[config.mk]
export PLATFORM = sky130hd
export DESIGN_NAME = synth_prog_seq
export DESIGN_NICKNAME = d
export VERILOG_FILES = /design/src/rtl/synth_prog_pkg.sv /design/src/rtl/synth_word_pack.sv /design/src/rtl/step_pacer.sv /design/src/rtl/pin_pattern.sv /design/src/rtl/synth_prog_seq.sv
export SDC_FILE = /design/constraint.sdc
export NUM_CORES = 1
export LEC_CHECK = 0
export ABC_AREA = 1
export BUFFER_PORTS_ARGS = -buffer_cell sky130_fd_sc_hd__buf_2
export CAP_MARGIN = 30
export CORE_UTILIZATION = 45
export CTS_CLUSTER_SIZE = 12
export DETAILED_ROUTE_END_ITERATION = 7
export PLACE_DENSITY = 0.66
export SLEW_MARGIN = 10
export SYNTH_ARGS = -nofsm -noshare
export SYNTH_HDL_FRONTEND = slang
export SYNTH_HIERARCHICAL = 1
export SYNTH_SLANG_ARGS = --single-unit
export TNS_END_PERCENT = 50
[constraint.sdc]
create_clock -name clk -period 5.6 [get_ports clk]
set_input_delay 0.84 -clock clk [delete_from_list [all_inputs] [get_ports clk]]
set_output_delay 0.84 -clock clk [all_outputs]
set_load 0.1 [all_outputs]
[src/rtl/synth_prog_pkg.sv]
package synth_prog_pkg;
  localparam int WORD_W    = 24;
  localparam int PRE_LEN   = 14;
  localparam int START_LEN = 4;
  localparam int BIT_STEPS = 4;
  localparam int DATA_LEN  = WORD_W * BIT_STEPS;
  localparam int STOP_LEN  = 3;
  localparam int START_AT  = PRE_LEN;
  localparam int DATA_AT   = START_AT + START_LEN;
  localparam int STOP_AT   = DATA_AT + DATA_LEN;
  localparam int TOTAL     = STOP_AT + STOP_LEN;
  localparam int STEP_W    = $clog2(TOTAL);

  typedef struct packed {
    logic [7:0] mul;
    logic [7:0] div;
    logic [1:0] post;
    logic [3:0] slot;
    logic [1:0] regno;
  } synth_req_t;
endpackage

[src/rtl/synth_word_pack.sv]
module synth_word_pack
  import synth_prog_pkg::*;
(
  input  synth_req_t        req,
  output logic [WORD_W-1:0] word,
  output logic              legal
);
  logic mul_ok, div_ok;

  assign mul_ok = (req.mul >= 8'd3) && (req.mul <= 8'd130);
  assign div_ok = (req.div >= 8'd2) && (req.div <= 8'd129);
  assign legal  = mul_ok && div_ok;

  assign word[0]     = 1'b0;
  assign word[7:1]   = 7'(req.div - 8'd2);
  assign word[9:8]   = req.post;
  assign word[10]    = 1'b0;
  assign word[17:11] = 7'(req.mul - 8'd3);
  assign word[21:18] = req.slot;
  assign word[23:22] = req.regno;
endmodule

[src/rtl/step_pacer.sv]
module step_pacer #(
  parameter int STEP_CLKS = 4
) (
  input  logic clk,
  input  logic rst,
  input  logic run,
  output logic tick
);
  localparam int CW = (STEP_CLKS > 1) ? $clog2(STEP_CLKS) : 1;
  localparam logic [CW-1:0] LAST = CW'(STEP_CLKS - 1);

  logic [CW-1:0] cnt;

  assign tick = run && (cnt == LAST);

  always_ff @(posedge clk) begin
    if (rst || !run || tick) cnt <= '0;
    else                     cnt <= cnt + 1'b1;
  end


  cnt_range_chk: assert property (@(posedge clk) disable iff (rst)
    cnt <= LAST);
endmodule

[src/rtl/pin_pattern.sv]
module pin_pattern
  import synth_prog_pkg::*;
(
  input  logic [STEP_W-1:0] step,
  input  logic [WORD_W-1:0] word,
  output logic              pclk,
  output logic              pdata
);
  int unsigned s, j;
  logic        d;

  always_comb begin
    s     = 32'(step);
    j     = 0;
    d     = 1'b0;
    pclk  = 1'b0;
    pdata = 1'b0;
    if (s < 2) begin
      pdata = (s == 1);
    end else if (s < START_AT) begin
      j     = s - 2;
      pclk  = (j % 2 == 0);
      pdata = 1'b1;
    end else if (s < DATA_AT) begin
      j     = s - START_AT;
      pclk  = (j % 2 == 1);
    end else if (s < STOP_AT) begin
      j     = s - DATA_AT;
      d     = word[j / BIT_STEPS];
      case (j % BIT_STEPS)
        0:       begin pclk = 1'b1; pdata = ~d; end
        1:       begin pclk = 1'b0; pdata = ~d; end
        2:       begin pclk = 1'b0; pdata = d;  end
        default: begin pclk = 1'b1; pdata = d;  end
      endcase
    end else begin
      j     = s - STOP_AT;
      pclk  = (j != 1);
      pdata = 1'b1;
    end
  end
endmodule

[src/rtl/synth_prog_seq.sv]
module synth_prog_seq
  import synth_prog_pkg::*;
#(
  parameter int STEP_CLKS = 4
) (
  input  logic       clk,
  input  logic       rst,
  input  logic       req_valid,
  output logic       req_ready,
  input  logic [7:0] req_mul,
  input  logic [7:0] req_div,
  input  logic [1:0] req_post,
  input  logic [3:0] req_slot,
  input  logic [1:0] req_regno,
  output logic       busy,
  output logic       done,
  output logic       err,
  output logic       prog_clk,
  output logic       prog_data
);
  localparam logic [STEP_W-1:0] LAST_STEP = STEP_W'(TOTAL - 1);

  synth_req_t        req;
  logic [WORD_W-1:0] new_word, word_q, pat_word;
  logic              legal, tick, pat_clk, pat_data;
  logic              busy_q, done_q, err_q, clk_q, data_q;
  logic [STEP_W-1:0] step_q, pat_step;
  logic              take;

  assign req = '{mul: req_mul, div: req_div, post: req_post,
                 slot: req_slot, regno: req_regno};

  synth_word_pack u_pack (.req(req), .word(new_word), .legal(legal));

  step_pacer #(.STEP_CLKS(STEP_CLKS)) u_pace (
    .clk(clk), .rst(rst), .run(busy_q), .tick(tick));

  assign pat_step = busy_q ? step_q + 1'b1 : '0;
  assign pat_word = busy_q ? word_q : new_word;

  pin_pattern u_pat (.step(pat_step), .word(pat_word),
                     .pclk(pat_clk), .pdata(pat_data));

  assign take = req_valid && !busy_q;

  always_ff @(posedge clk) begin
    if (rst) begin
      busy_q <= 1'b0; done_q <= 1'b0; err_q <= 1'b0;
      clk_q  <= 1'b0; data_q <= 1'b0;
      step_q <= '0;   word_q <= '0;
    end else begin
      done_q <= 1'b0;
      err_q  <= 1'b0;
      if (take) begin
        if (legal) begin
          busy_q <= 1'b1;
          step_q <= '0;
          word_q <= new_word;
          clk_q  <= pat_clk;
          data_q <= pat_data;
        end else begin
          err_q  <= 1'b1;
        end
      end else if (tick) begin
        if (step_q == LAST_STEP) begin
          busy_q <= 1'b0;
          done_q <= 1'b1;
          clk_q  <= 1'b0;
          data_q <= 1'b0;
        end else begin
          step_q <= step_q + 1'b1;
          clk_q  <= pat_clk;
          data_q <= pat_data;
        end
      end
    end
  end

  assign req_ready = !busy_q;
  assign busy      = busy_q;
  assign done      = done_q;
  assign err       = err_q;
  assign prog_clk  = clk_q;
  assign prog_data = data_q;


  idle_park_chk: assert property (@(posedge clk) disable iff (rst)
    !busy_q |-> (!clk_q && !data_q));

  word_hold_chk: assert property (@(posedge clk) disable iff (rst)
    busy_q |=> (!busy_q || $stable(word_q)));

  bad_req_chk: assert property (@(posedge clk) disable iff (rst)
    (req_valid && req_ready && !legal) |=> (err && !busy && !prog_clk && !prog_data));

  err_pulse_chk: assert property (@(posedge clk) disable iff (rst)
    err |=> !err);

  step_hold_chk: assert property (@(posedge clk) disable iff (rst)
    (busy_q && !tick) |=> $stable({clk_q, data_q}));

  done_pulse_chk: assert property (@(posedge clk) disable iff (rst)
    done |=> !done);

  done_idle_chk: assert property (@(posedge clk) disable iff (rst)
    done |-> (req_ready && !prog_clk && !prog_data));
endmodule

# --- Yosys cells after proc, flatten, opt, wreduce, memory -nomap -nowiden ---
# Cells that the tools add are included.
op_classes:
  n_mux: 32
  bitwise_logic: 3
  reduce_logical: 20
  order_cmp: 9
  n_addsub: 8
  eq_ne: 8
op_table:
  columns: ["cell", "count"]
  rows:
  - ["zero test 32 bit", 2]
  - ["two-way mux 7 bit", 5]
  - ["!= test 32 x 1 -> 1 bit, second input constant", 1]
  - ["less-than comparator 30 x 6 -> 1 bit, second input constant", 1]
  - ["two-way mux 1 bit", 25]
  - ["two-way mux 24 bit", 1]
  - ["greater-or-equal comparator 8 x 2 -> 1 bit, second input constant", 2]
  - ["<= comparator 8 bit, second input constant", 2]
  - ["subtractor 7 x 2 -> 7 bit, second input constant", 2]
  - ["subtractor 7 x 5 -> 8 bit, second input constant", 1]
  - ["subtractor 7 x 7 -> 8 bit, second input constant", 1]
  - ["adder 7 x 1 -> 7 bit, second input constant", 1]
  - ["== test 7 x 1 -> 1 bit, second input constant", 1]
  - ["== test 7 bit, second input constant", 1]
  - ["less-than comparator 7 x 2 -> 1 bit, second input constant", 1]
  - ["less-than comparator 7 x 4 -> 1 bit, second input constant", 1]
  - ["less-than comparator 7 x 5 -> 1 bit, second input constant", 1]
  - ["less-than comparator 7 bit, second input constant", 1]
  - ["AND reduction 3 bit", 2]
  - ["OR reduction 2 bit", 3]
  - ["binary-select mux 1 bit (select 5 bit)", 1]
  - ["logical AND 1 bit", 5]
  - ["== test 2 bit, second input constant", 2]
  - ["!= test 2 bit, second input constant", 2]
  - ["other kinds (9)", 15]
totals:
  reg_bits: 36
  elab_cells: 88
  input_bits: 27

# --- Depth between registers and ports, before layout ---
depth:
  word_depth: 14
  mapped_depth: 22
  ltp_nobuf: 21

# --- By module ---
# The synthesis kept the hierarchy.
by_module_without_submodules:
  columns: ["module", "cells_per_inst", "area_per_inst_um2", "seq_area_each_um2", "n_inst"]
  rows:
  - ["synth_prog_seq", 274, 1851.8, 720.7, 1]
  - ["pin_pattern", 127, 611.8, 0.0, 1]
  - ["synth_word_pack", 65, 382.9, 0.0, 1]
  - ["step_pacer", 11, 88.8, 40.0, 1]

# --- Worst setup path before layout ---
# Ideal clock, no wire load.
synth_timing:
  path_kind: "reg-to-reg"
  from: "reg busy_q, in the netlist busy"
  to: "reg data_q, in the netlist prog_data"
  setup_slack_ns: 1.763
  synth_period_minus_slack_ns: 3.837
  stages_incl_launch_ff: 20
  n_path_buf: 3
  setup_ns: 0.071
  arrival_time_ns: 3.766
  cell_sequence: "dfxtp_1 inv_2 buf_6 clkbuf_1 nor2_1 inv_1 ha_1 buf_4 nor2_1 o21ai_1 nand2_1 nand2_1 nand3_1 nand2_1 nand3_1 nand3_1 nand2_1 a21oi_2 nand2_1 a21oi_1"
synth_between:
  elab_cells_between_ends: 29
synth_lines:
  columns: ["item", "line_no", "text"]
  rows:
  - ["start, declared", "synth_prog_seq.sv:26", "logic busy_q, done_q, err_q, clk_q, data_q;"]
  - ["start signal, assigned", "synth_prog_seq.sv:48", "busy_q <= 1'b0; done_q <= 1'b0; err_q <= 1'b0;"]
  - ["start signal, assigned", "synth_prog_seq.sv:56", "busy_q <= 1'b1;"]
  - ["start signal, assigned", "synth_prog_seq.sv:66", "busy_q <= 1'b0;"]
  - ["zero test 1 bit *", null, null]
  - ["named net req_ready", "synth_prog_seq.sv:9", "output logic req_ready,"]
  - ["logical AND 1 bit *", "synth_prog_seq.sv:44", "assign take = req_valid && !busy_q;"]
  - ["!= test 2 bit (no source line) or nonzero test 2 bit (tied branches)", null, null]
  - ["AND reduction 2 bit (no source line)", null, null]
  - ["end signal, assigned", "synth_prog_seq.sv:60", "data_q <= pat_data;"]
  - ["end signal, assigned", "synth_prog_seq.sv:73", "data_q <= pat_data;"]
  - ["end, declared", "synth_prog_seq.sv:26", null]
# Mark *: on every way through the listed nets, which the timed path passes. The rest lies on a longest branch. The select of a mux whose other input is x is not followed.
# A chain may end at the register's enable or synchronous reset.

# --- Final worst setup path ---
layout_timing:
  from: "reg busy_q, in the netlist busy"
  to: "reg data_q, in the netlist prog_data"
layout_between:
  elab_chain_cells: 13
  elab_cells_between_ends: 29
layout_rtl:
  columns: ["item", "line_no", "text"]
  rows:
  - ["two-way mux 7 bit *", "synth_prog_seq.sv:38", "assign pat_step = busy_q ? step_q + 1'b1 : '0;"]
  - ["named net pat_step[2]", "synth_prog_seq.sv:27", "logic [STEP_W-1:0] step_q, pat_step;"]
  - ["subtractor 7 x 5 -> 8 bit", "pin_pattern.sv:28", "j = s - DATA_AT;"]
  - ["binary-select mux 1 bit (select 5 bit)", "pin_pattern.sv:29", "d = word[j / BIT_STEPS];"]
  - ["two-way mux 1 bit (implied by the code)", "pin_pattern.sv:29", null]
  - ["inverter 1 bit", "pin_pattern.sv:31, pin_pattern.sv:32", null]
  - ["two-way mux 1 bit", null, null]
  - ["two-way mux 1 bit", "pin_pattern.sv:27", "end else if (s < STOP_AT) begin"]
  - ["two-way mux 1 bit", "pin_pattern.sv:24", "end else if (s < DATA_AT) begin"]
  - ["two-way mux 1 bit", "pin_pattern.sv:20", "end else if (s < START_AT) begin"]
  - ["two-way mux 1 bit *", "pin_pattern.sv:18", "if (s < 2) begin"]
  - ["named net pat_data", "synth_prog_seq.sv:25", "logic legal, tick, pat_clk, pat_data;"]
  - ["two-way mux 1 bit", "synth_prog_seq.sv:65", "if (step_q == LAST_STEP) begin"]
  - ["two-way mux 1 bit", "synth_prog_seq.sv:64", "end else if (tick) begin"]
  - ["two-way mux 1 bit *", "synth_prog_seq.sv:54", "if (take) begin"]
# Marked as above.

==> results.yml <==
synth:
  synth-edff-count: 0
  synth_area_per_cell_sq_um: 6.154
  synth-seq-cells: 38
  synth_cell_types: 34
  synth_top_cell_by_area: "dfxtp_1"
  yosysMostFrequentCell: "nand2_1"
  synth_cells: 477
  seq_area_frac_synth: 0.2592
  ys_top_cells_by_count: "nand2_1 (124), inv_1 (71), o21ai_0 (52)"
  synth_warnings: 6
  synth_ff_type: "dfxtp_1"
  syn_area_sq_um: 2935
  async_flop_share: 0
  yosys-top-cells-area: "dfxtp_1 (26%), nand2_1 (16%), inv_1 (9.1%)"
  netlist.area_leader.share: 0.2592
power:
  comb_power_share: 0.224
  switchingPower_uw: 203.2
  peakVddDrop_mv: 0.1087
  p_seq_frac: 0.457
  power_density_nw_per_um2: 203.0
  swShare: 0.3201
  p_int_uw: 431.5
  p_leak_nw: 1.576
  pwr-share-clk: 0.318
clocking:
  clk_pin_slew_ns: 0.08
  cts_buffers: 5
  postCtsHoldBufs: 0
  ctsResizeCount: 0
  cts-root-buf: "clkbuf_8"
  insertion_delay_ns: 0.30
  cts_sinks: 38
  ctsHtreeMaxLevel: 2
  postCtsSetupBuffers: 0
  clock_path_buffers: 2
  cts_tree: "done"
setup_path:
  r2r-start: "busy$_SDFFE_PP0P_"
  ff2ff_setup_slack_ns: 2.60
  end_kind: "flop"
  cp-start-kind: "flop"
  critPathKind: "reg2reg"
  path_common_cell: "nand2_1"
  reg2regPathDepth: 18
  critPathMaxStageDelay_ns: 0.55
  path_cells: "inv_2, nor2_1, inv_1, ha_1, inv_2, nand2_1, nand2_1, nand2_1, nand2_1, nand2_1, nand3b_1, nand3_1, nand3_1, nand3_1, nand2_1, a21oi_2, nand2_1, a21oi_1"
  timing.rr.end: "prog_data$_SDFFE_PP0P_"
  slowest_stage: "ha_1"
  arrival_ns: 3.23
  crit_path_max_fanout: 57
  cp.required_ns: 5.83
timing:
  setup_viol: 0
  fmaxAchievable_ghz: 0.3333
  final.period_utilization: 0.5357
  tightest_slew_ns: 0.8525
  rsz0062_at_grt: "no"
  timing.hold.ws_ns: 0.4199
  hold_viol_final: 0
  max_slew_margin: 0.4308
  fin_skew_ns: 0.009017
  fin_crit_ns: 3.000
  drv_slew: 0
  setup_tns_ns: 0
finish:
  layout.area.seq_sq_um: 760.7
  nets: 527
  n_antenna_cell: 0
  areaGrowthSynthToFinish_pct: 6.522
  fillers: 689
  multiInputGateArea_sq_um: 1699
  drive_above_1_share: 0.1469
  fin_util: 0.4952
grt:
  overflow: 0
  grt_max_degree: 58
  antenna_found_initial: 0
  grt_pass1_vias: 2287
  grt_usage: 0.1882
  grt_pass1_wl_mm: 10.01
place:
  place.gp.congestion: 0.8879
  hpwl_mm: 4.379
  numPortBuffers: 32
routing:
  wirelength_mm: 5.941
  firstDrtPassIters: 4
  vias_per_cell: 4.854
  via_count: 2752
  dr.first_iter.drc_count: 133
  postRouteAntennaNets: 0
  routedWlPerCell_microns: 10.48
  drcViolationCount: 0
die:
  die_x_microns: 82.77
  core_sq_um: 6314
  fp-row-count: 29
  io_pins: 33
  initial_core_util: 0.4649
  fp.dieH_microns: 82.77
  dieArea_sq_um: 6850
hold_path:
  holdPathStages: 1
  hp-start: "u_pace/cnt[0]$_SDFF_PP0_"
  worstHoldEndpoint: "u_pace/cnt[0]$_SDFF_PP0_"
  hold_class: "reg2reg"
status:
  status: "finished clean"
job:
  max_cap_viol_count: 0
==> cells in the final DEF, fill, tap and decap left out, drive strengths merged <==
cell    count
a211oi      1
a21oi      31
a31oi       1
buf        33
clkbuf      7
clkinv      3
conb        2
dfxtp      38
ha         11
inv        75
nand2     138
nand3      25
nand3b      1
nand4       4
nor2       50
nor3        2
o21ai      56
o21bai      3
o22ai       1
xnor2       4
xor2        4
==> power by group through the flow <==
stage | sequential [mW] | clock, mW | combinational (mW)
after floorplan | 0.306 | 0 | 0.105
after global placement | 0.296 | 0 | 0.139
final | 0.290 | 0.202 | 0.142
after detailed placement | 0.297 | 0 | 0.141
after CTS | 0.290 | 0.207 | 0.141
after global routing | 0.292 | 0.218 | 0.163
==> through the flow <==
step | setup slack, ns | power [mW] | instance area, sq um | instances
after floorplan | 1.763 | 0.4113 | 2939 | 478
after global placement | 2.644 | 0.4354 | 3008 | 558
after detailed placement | 2.579 | 0.4373 | 3008 | 558
after CTS | 2.565 | 0.6384 | 3099 | 566
after global routing | 2.181 | 0.6729 | 3127 | 567
final | 2.600 | 0.6347 | 3127 | 567
==> kinds of logic after synthesis <==
| family | count (synthesis) | share of synthesized area |
|---|---|---|
| buffers and inverters | 106 | 0.1633 |
| adder cells (fa/ha/maj) | 11 | 0.04689 |
| AO/OA/AOI/OAI | 93 | 0.1641 |
| AND/OR/NAND/NOR | 220 | 0.3414 |
| flip-flops | 38 | 0.2592 |
| other | 1 | 0.001278 |
| XOR/XNOR | 8 | 0.02387 |
==> state kept, by name (all words and copies together), names as in the netlist <==
signal	count
prog_clk	1
done	1
word_q	24
err	1
busy	1
step_q	7
prog_data	1
u_pace/cnt	2
==> per-layer routing <==
metal	part of all wire	up-vias	track usage
met1	0.48	1200	0.2469
met3	0.041	5	0.03516
met4	0.011	0	0.05862
met5	0	-	0
met2	0.46	53	0.3098
li1	-	1494	-
==> how the worst max path moves through the flow <==
| stage | from | to | slack [ns] |
|---|---|---|---|
| 2_1_floorplan | busy$_SDFFE_PP0P_ | prog_data$_SDFFE_PP0P_ | 1.76 |
| 3_3_place_gp | req_mul[0] | step_q[6]$_SDFFE_PP0P_ | 2.64 |
| 3_5_place_dp | busy$_SDFFE_PP0P_ | prog_data$_SDFFE_PP0P_ | 2.58 |
| 4_1_cts | busy$_SDFFE_PP0P_ | prog_data$_SDFFE_PP0P_ | 2.57 |
| 5_1_grt | busy$_SDFFE_PP0P_ | prog_data$_SDFFE_PP0P_ | 2.18 |
| 6_report | busy$_SDFFE_PP0P_ | prog_data$_SDFFE_PP0P_ | 2.60 |
==> area by class of cell <==
| class | instances | area share |
|---|---|---|
| Timing Repair Buffer | 33 | 0.06002 |
| Clock buffer | 7 | 0.02761 |
| Tap cell | 77 | 0.03081 |
| Multi-Input combinational cell | 334 | 0.5434 |
| Sequential cell | 38 | 0.2433 |
| Clock inverter | 1 | 0.001601 |
| Inverter | 77 | 0.09324 |
==> critical path, delay by kind of cell, from the launching register on <==
kind	cells	cell delay [ns]
DFF	1	0.44
buffers and inverters	3	0.63
AOI/OAI and AO/OA	2	0.21
adders and majority gates	1	0.55
and+or+nand+nor	12	1.10
Power figures use the tool's default switching activity.
